--- src/rtl/tac_pkg.sv ---
package tac_pkg;
  typedef enum logic [1:0] {
    MODE_DEFAULT     = 2'b00,
    MODE_ONESHOT     = 2'b01,
    MODE_COMPARE     = 2'b10,
    MODE_DEFAULT_ALT = 2'b11
  } tac_mode_e;

  typedef struct packed {
    logic above_hi;    // sample > high limit
    logic below_hi;    // sample < high limit
    logic below_hyst;  // sample < hysteresis limit
  } tac_cmp_t;
endpackage

--- src/rtl/tac_compare.sv ---
module tac_compare #(
  parameter int TEMP_W = 8
) (
  input  logic [TEMP_W-1:0] temp,
  input  logic [TEMP_W-1:0] hi,
  input  logic [TEMP_W-1:0] hyst,
  output tac_pkg::tac_cmp_t res
);
  logic signed [TEMP_W-1:0] t_s, hi_s, hy_s;

  assign t_s  = $signed(temp);
  assign hi_s = $signed(hi);
  assign hy_s = $signed(hyst);

  always_comb begin
    res.above_hi   = t_s > hi_s;
    res.below_hi   = t_s < hi_s;
    res.below_hyst = t_s < hy_s;
  end
endmodule

--- src/rtl/tac_event_fsm.sv ---
module tac_event_fsm (
  input  logic               clk,
  input  logic               rst,
  input  logic               meas_valid,
  input  tac_pkg::tac_mode_e mode,
  input  tac_pkg::tac_cmp_t  cmp,
  input  logic               status_rd,
  output logic               status_d,
  output logic               set_evt,
  output logic               status_q
);
  import tac_pkg::*;

  logic hot_q, hot_d;       // default policy: above-limit episode in progress
  logic wcold_q, wcold_d;   // one-shot policy: waiting for the falling crossing

  always_comb begin
    hot_d    = hot_q;
    wcold_d  = wcold_q;
    set_evt  = 1'b0;
    status_d = status_q;
    if (meas_valid) begin
      unique case (mode)
        MODE_COMPARE: begin
          if (cmp.above_hi) set_evt = 1'b1;
        end
        MODE_ONESHOT: begin
          if (!wcold_q && cmp.above_hi) begin
            set_evt = 1'b1;
            wcold_d = 1'b1;
          end else if (wcold_q && cmp.below_hyst) begin
            set_evt = 1'b1;
            wcold_d = 1'b0;
          end
        end
        default: begin
          if (cmp.above_hi)        hot_d = 1'b1;
          else if (cmp.below_hyst) hot_d = 1'b0;
          set_evt = hot_d;
        end
      endcase
    end
    if (mode == MODE_COMPARE) begin
      if (meas_valid) begin
        if (cmp.above_hi)      status_d = 1'b1;
        else if (cmp.below_hi) status_d = 1'b0;
      end
    end else if (status_rd) begin
      status_d = 1'b0;
    end else if (set_evt) begin
      status_d = 1'b1;
    end
  end

  always_ff @(posedge clk) begin
    if (rst) begin
      hot_q    <= 1'b0;
      wcold_q  <= 1'b0;
      status_q <= 1'b0;
    end else begin
      hot_q    <= hot_d;
      wcold_q  <= wcold_d;
      status_q <= status_d;
    end
  end
endmodule

--- src/rtl/tac_alert_out.sv ---
module tac_alert_out (
  input  logic clk,
  input  logic rst,
  input  logic alert_en,
  input  logic alert_clr,
  input  logic set_evt,
  input  logic status_d,
  output logic alert_pull
);
  logic mask_q, mask_d;

  always_comb begin
    mask_d = mask_q;
    if (alert_clr)    mask_d = 1'b1;
    else if (set_evt) mask_d = 1'b0;
  end

  always_ff @(posedge clk) begin
    if (rst) begin
      mask_q     <= 1'b0;
      alert_pull <= 1'b0;
    end else begin
      mask_q     <= mask_d;
      alert_pull <= alert_en & status_d & ~mask_d;
    end
  end
endmodule

--- src/rtl/temp_alarm_ctrl.sv ---
module temp_alarm_ctrl #(
  parameter int TEMP_W = 8
) (
  input  logic              clk,
  input  logic              rst,
  input  logic              meas_valid,
  input  logic [TEMP_W-1:0] meas_temp,
  input  logic [TEMP_W-1:0] hi_limit,
  input  logic [TEMP_W-1:0] hyst_limit,
  input  logic [1:0]        mode,
  input  logic              alert_en,
  input  logic              status_rd,
  input  logic              alert_clr,
  output logic              int_status,
  output logic              alert_pull
);
  import tac_pkg::*;

  tac_mode_e mode_e;
  tac_cmp_t  cmp;
  logic      status_d, set_evt;

  assign mode_e = tac_mode_e'(mode);

  tac_compare #(.TEMP_W(TEMP_W)) u_cmp (
    .temp (meas_temp),
    .hi   (hi_limit),
    .hyst (hyst_limit),
    .res  (cmp)
  );

  tac_event_fsm u_fsm (
    .clk        (clk),
    .rst        (rst),
    .meas_valid (meas_valid),
    .mode       (mode_e),
    .cmp        (cmp),
    .status_rd  (status_rd),
    .status_d   (status_d),
    .set_evt    (set_evt),
    .status_q   (int_status)
  );

  tac_alert_out u_alert (
    .clk        (clk),
    .rst        (rst),
    .alert_en   (alert_en),
    .alert_clr  (alert_clr),
    .set_evt    (set_evt),
    .status_d   (status_d),
    .alert_pull (alert_pull)
  );
endmodule

--- config.mk ---
export PLATFORM = sky130hd
export DESIGN_NAME = temp_alarm_ctrl
export DESIGN_NICKNAME = d
export VERILOG_FILES = /design/src/rtl/tac_pkg.sv /design/src/rtl/tac_compare.sv /design/src/rtl/tac_event_fsm.sv /design/src/rtl/tac_alert_out.sv /design/src/rtl/temp_alarm_ctrl.sv
export SDC_FILE = /design/constraint.sdc
export NUM_CORES = 1
export LEC_CHECK = 0
export BUFFER_PORTS_ARGS = -buffer_cell sky130_fd_sc_hd__buf_2
export CAP_MARGIN = 20
export CORE_ASPECT_RATIO = 0.9
export CORE_MARGIN = 2
export CORE_UTILIZATION = 40
export CTS_CLUSTER_DIAMETER = 60
export DETAILED_ROUTE_END_ITERATION = 10
export GPL_ROUTABILITY_DRIVEN = 0
export PLACE_DENSITY = 0.81
export SYNTH_ARGS = -nofsm -noshare
export SYNTH_HDL_FRONTEND = slang
export SYNTH_SLANG_ARGS = --single-unit
--- constraint.sdc ---
create_clock -name clk -period 2.3 [get_ports clk]
set_input_delay 0.23 -clock clk [delete_from_list [all_inputs] [get_ports clk]]
set_output_delay 0.23 -clock clk [all_outputs]
set_load 0.02 [all_outputs]
==> qor.yml, run 1 <==
status: "complete, no violations"
area_growth_pct: 29.8
synth_cell_types: 33
yosysSeqAreaShare_pct: 13.5
nets: 176
cp_max_fo: 5
slew_headroom_pct: 71.0
postRouteAntennaNets: 0
synthesis.instances: 89
drt-initial-drc-count: 5
yosys.area_share.simple_pct: 14.0
clock_sinks: 5
fill_cells: 186
chipWidth_um: 49.4
finalSetupViolations: 0
synthTopCellsByArea: "ha_1 29%, dfxtp_1 13%, inv_1 11%"
synth_compound_area_share_pct: 33.2
worst_setup_path_start_kind: "input pin"
drt-pass1-iter-count: 4
routed_wl_mm: 1.66
grt_max_degree: 8
hp-start: "rst"
switching_share_pct: 33.1
cp-startpoint: "meas_temp[5]"
synthMuxAreaShare_pct: 0
diodes: 0
antenna_found_initial: 0
num_rows: 14
worst_pin_slew_ns: 0.434
worstPathRequired_ns: 2.43
cts_tree: "yes"
gr-total-overflow: 0
yosys_warnings: 0
fmax_mhz: 519
worst-endpoint-arrival_ns: 2.06
htreeDepth: 1
drive_gt1_share_pct: 38.1
power_frac_comb_pct: 43.6
synth_area_sq_um: 742
drc: 0
slew_violations: 0
hpwl_mm: 1.48
seq_power_share_pct: 27.7
crit_slowest_cell: "a2111oi_0"
final_cell_mix: "33 x buf_2, 21 x inv_1, 17 x ha_1"
p_leak_nw: 0.558
grt_setup_unrepaired: "false"
r2r-start: "u_fsm.status_q$_SDFF_PP0_"
die_area_sq_mm: 0.00222
die_h_um: 44.9
endpoint_kind: "flip-flop"
dpl_cell_area_sq_um: 937
ctsResizeCount: 0
clk_pin_slew_ns: 0.04
pwr-share-clk_pct: 28.6
fin_crit_sh_pct: 83.7
switching_power_w: 0.000115
min_period_ns: 1.93
pin_count: 34
whs_ns: 0.186
clock_latency_ns: 0.24
finalHoldViolations: 0
grt_usage_pct: 16.6
final_common_cell: "buf_2"
avgSynthCellArea_sq_um: 8.34
syn-num-nets: 138
finalClockSkew_ns: 0.000350
synth-adder-area-share_pct: 28.7
cpPeakStageDelay_ns: 0.41
crit_type: "input pin to flip-flop"
path_delay_family: "compound AO/OA/AOI/OAI gates"
cts_made_buffers: 3
powerDensity_mw_per_mm2: 360
p_int_w: 0.000232
cap_violations: 0
irDropWorstVdd_mv: 0.274
design_area_sq_um: 963
worst-path-buf-inv: 1
yosys.area.top_type: "ha_1"
cts_buffer_depth: 2
ys_ff_latch: 5
synth_xor_area_share_pct: 0
crit_chain: "buf_2 > ha_1 > a21o_1 > a2111oi_0 > a21o_2 > a21oi_4 > a2111oi_2 > a211oi_2 > o211a_1"
hold_path.class: "input pin to flip-flop"
start_util_pct: 43.2
dr_total_vias: 766
first_global_vias: 745
ctsHoldBuffers: 0
cts_setup_buffers: 0
vias_per_cell: 5.11
grt_pass1_wl_mm: 2.84
place.port_buffers: 33
wl_per_cell_um: 11.1
fin_setup_tns_ns: 0
cts_root_buffer: "clkbuf_4"
core-area_sq_mm: 0.00172
synth_top_family_by_area: "compound AO/OA/AOI/OAI gates"
synth_top_area_share_pct: 28.7
[power by group through the flow]
| stage | combinational [W] | sequential (W) | clock, W |
|---|---|---|---|
| detailed placement | 0.000152 | 0.0000975 | 0 |
| finish | 0.000151 | 0.0000963 | 0.0000994 |
| floorplan | 0.0000971 | 0.0000986 | 0 |
| CTS | 0.000153 | 0.0000960 | 0.000106 |
| global placement | 0.000144 | 0.0000969 | 0 |
| global route | 0.000172 | 0.0000967 | 0.000110 |
[synthesized netlist by cell type, drive strengths merged]
cell type  count
inv           21
ha            17
nor2           7
dfxtp          5
a2111oi        4
a21o           4
o21ai          4
a31oi          3
nand4          3
a211oi         2
a21oi          2
and2b          2
o211a          2
o21a           2
or2            2
a41oi          1
nand2b         1
nand3          1
nand3b         1
nor2b          1
nor3           1
o211ai         1
o31a           1
o31ai          1
[worst register-to-register path, stage by stage (launching register included)]
cell and delay [ns]:
dfxtp_1 0.33, or2_2 0.31, a2111oi_2 0.41, a211oi_2 0.09
o211a_1 0.12
[metal layers]
layer,part of all wire [%],GRT usage (%)
met1,44,18.4
met2,47,29.5
met3,7.2,3.64
met4,1.1,10.6
met5,0,0
[sequential cells by signal, indices dropped and copies added (netlist names)]
name	count
u_alert.alert_pull	1
u_alert.mask_q	1
u_fsm.hot_q	1
u_fsm.status_q	1
u_fsm.wcold_q	1
[worst paths after layout]
| check | end | slack, ns | cells past startpoint |
|---|---|---|---|
| worst max-delay path | u_alert.alert_pull$_SDFF_PP0_ | 0.37 | 9 |
| worst min-delay path | u_fsm.wcold_q$_SDFFE_PP0P_ | 0.19 | 2 |
| worst max register to register | u_alert.alert_pull$_SDFF_PP0_ | 0.94 | 4 |
| worst min register to register | u_alert.mask_q$_SDFF_PP0_ | 0.53 | 2 |
[layout make-up]
cell class	count	area, sq um	share of cell area, %
clock buffer	4	26.3	2.73
tap	24	30.0	3.12
timing repair buffer	33	165	17.1
sequential	5	100	10.4
inverter	21	78.8	8.18
multi-input combinational	63	563	58.4
[cells by family after synthesis]
kind of cell / Yosys count
adders and majority gates: 17
DFF: 5
buffers and inverters: 21
AOI/OAI and AO/OA: 27
and+or+nand+nor: 19
[stage by stage]
stage               power (W)  utilization [%]  instances  setup WS, ns
finish               0.000347             56.1        150         0.375
global placement     0.000241             54.6        146         0.210
CTS                  0.000355             56.1        150         0.369
detailed placement   0.000249             54.6        146         0.108
floorplan            0.000196                -         89         0.375
global route         0.000379             56.1        150         0.230
Note: power is estimated with default switching activity, not from simulation.
==> inputs of run 2 (changes only) <==
--- a/config.mk
+++ b/config.mk
@@ -13,7 +13,7 @@
 export CTS_CLUSTER_DIAMETER = 60
 export DETAILED_ROUTE_END_ITERATION = 10
 export GPL_ROUTABILITY_DRIVEN = 0
-export PLACE_DENSITY = 0.81
+export PLACE_DENSITY = 0.84
 export SYNTH_ARGS = -nofsm -noshare
 export SYNTH_HDL_FRONTEND = slang
 export SYNTH_SLANG_ARGS = --single-unit
==> constraint.sdc (replaced) <==
create_clock -name clk -period 1.55 [get_ports clk]
set_input_delay 0.155 -clock clk [delete_from_list [all_inputs] [get_ports clk]]
set_output_delay 0.155 -clock clk [all_outputs]
set_load 0.02 [all_outputs]
==> run 2 against run 1 <==
Effect of this change:
- the flow now finishes with violations (negative setup slack)
- clock skew is essentially flat
- die area is the same
- final area grew 16%
- sequential share of layout area shrank 1.4 points
- highest routed layer is now met3
- critical path type unchanged
==> qor.yml, run 2 (synthesized netlist as in run 1, its figures left out) <==
status: "finished, violations left"
failed_checks: "negative setup slack"
hp-start: "rst"
ctsHoldBuffers: 0  # unchanged
grt_setup_unrepaired: "true"
grt_max_degree: 8  # unchanged
antenna_found_initial: 0  # unchanged
min_period_ns: 1.62
crit_type: "input pin to flip-flop"
pin_count: 34  # unchanged
holdPathEnd: "u_fsm.wcold_q$_SDFFE_PP0P_"
irDropWorstVdd_mv: 0.354  # +29%
fin_setup_tns_ns: -0.117  # -0.117 ns
finalHoldViolations: 0  # unchanged
grt_pass1_wl_mm: 3.19  # +12%
routed_wl_mm: 1.77  # +6.6%
p_leak_nw: 0.605  # +8.4%
fmax_mhz: 616
postRouteAntennaNets: 0  # unchanged
cp_max_fo: 3  # -2
grt_usage_pct: 18.2  # +1.7 points
r2r_cells: 4  # unchanged
finalSetupViolations: 2  # +2
slew_headroom_pct: 80.6  # +9.6 points
drt-initial-drc-count: 4  # -1
hold_path.class: "input pin to flip-flop"
start_util_pct: 43.2  # unchanged
reg2reg_to: "u_alert.alert_pull$_SDFF_PP0_"
diodes: 0  # unchanged
clk_pin_slew_ns: 0.04  # about the same
hold_depth: 2  # unchanged
chipWidth_um: 49.4  # unchanged
powerDensity_mw_per_mm2: 515  # +43%
cts_made_buffers: 3  # unchanged
nets: 182  # +3.4%
vias_per_cell: 4.97  # -2.6%
cap_violations: 0  # unchanged
dr_total_vias: 776  # +1.3%
hpwl_mm: 1.59  # +7.2%
drt-pass1-iter-count: 4  # unchanged
drc: 0  # unchanged
htreeDepth: 1  # unchanged
final_common_cell: "buf_2"
finalClockSkew_ns: 0.000367  # +0.0000166 ns
slew_violations: 0  # unchanged
setup_ws_ns: -0.0735  # -0.448 ns
fill_cells: 146  # -22%
final_cell_mix: "30 x buf_2, 19 x inv_1, 15 x ha_1"
regToRegSetupSlack_ns: 0.23  # -0.71 ns
cts_root_buffer: "clkbuf_4"
clock_latency_ns: 0.24  # about the same
dpl_worst_slack_ns: -0.429  # -0.537 ns
worstPathRequired_ns: 1.73  # -0.70 ns
cts_buffer_depth: 2  # unchanged
worst_pin_slew_ns: 0.290  # -0.143 ns
fin_crit_sh_pct: 105
worst_setup_path_start_kind: "input pin"
r2r-start: "u_fsm.status_q$_SDFF_PP0_"
die_h_um: 44.9  # unchanged
core-area_sq_mm: 0.00172  # unchanged
drive_gt1_share_pct: 47.0  # +8.9 points
num_rows: 14  # unchanged
endpoint_kind: "flip-flop"
wl_per_cell_um: 11.3  # +2.5%
clock_sinks: 5  # unchanged
die_area_sq_mm: 0.00222  # unchanged
gr-total-overflow: 0  # unchanged
worst-endpoint-arrival_ns: 1.81  # -0.25 ns
first_global_vias: 800  # +7.4%
cts_tree: "yes"
place.port_buffers: 33  # unchanged
area_growth_pct: 50.4
## run 2: cell types whose count changed in the layout (fill, tap and decap cells not counted), sizes merged
cell,delta
buf,+6
## run 2: critical path, stage by stage
cell,delay [ns]
buf_8,0.09
inv_12,0.03
ha_4,0.22
a21o_1,0.16
a2111oi_2,0.28
o31a_2,0.24
o211a_4,0.20
nor2_2,0.05
a211oi_2,0.22
o211a_1,0.16
## run 2: layout make-up
cell class | count | area, sq um | area share (%)
clock buffers | 4 | 26.3 | 2.35
inverters | 21 | 104 | 9.30
multi-input cells | 63 | 619 | 55.5
flip-flops and latches | 5 | 100 | 8.97
well taps | 24 | 30.0 | 2.69
repair buffers | 39 | 236 | 21.2
## run 2: worst max-delay path by stage
| stage | to | depth (start not counted) | startpoint | slack [ns] |
|---|---|---|---|---|
| finish | u_alert.alert_pull$_SDFF_PP0_ | 10 | hyst_limit[5] | -0.07 |
| global route | u_alert.alert_pull$_SDFF_PP0_ | 10 | hyst_limit[5] | -0.16 |
| CTS | u_alert.alert_pull$_SDFF_PP0_ | 10 | hi_limit[5] | -0.08 |
| detailed placement | u_alert.alert_pull$_SDFF_PP0_ | 10 | hyst_limit[5] | -0.43 |
| global placement | u_alert.alert_pull$_SDFF_PP0_ | 10 | hyst_limit[5] | -0.39 |
| floorplan | u_alert.alert_pull$_SDFF_PP0_ | 9 | hyst_limit[5] | -0.14 |
## run 2: per-layer routing
| metal | vias up | global-route usage (%) | part of all wire (%) |
|---|---|---|---|
| met5 | - | 0 | 0 |
| met4 | 0 | 1.67 | 0 |
| met3 | 0 | 3.97 | 5.9 |
| met2 | 24 | 36.8 | 52 |
| met1 | 344 | 20.7 | 42 |
| li1 | 408 | - | - |
## run 2: power breakdown
part,switching (W),internal (W)
clock network,0.0000519,0.0000972
registers,0.00000455,0.000138
logic,0.000135,0.000148
total,0.000191,0.000383
## run 2: metrics by stage
step / power, W / area, sq um / hold WS (ns) / util (%) / cells
finish: 0.000575 / 1120 / 0.128 / 65.0 / 156
global route: 0.000620 / 1120 / 0.124 / 65.0 / 156
CTS: 0.000581 / 1110 / 0.122 / 64.6 / 156
detailed placement: 0.000417 / 1050 / 0.372 / 61.4 / 152
global placement: 0.000403 / 1050 / 0.369 / 61.4 / 152
floorplan: 0.000312 / 813 / 0.227 / - / 89
## run 2: what timing repair did
item	in CTS	in global routing
buffers inserted	0	0
gates resized for setup	8	3
endpoints found under the setup margin	5	5
pin swaps	3	2
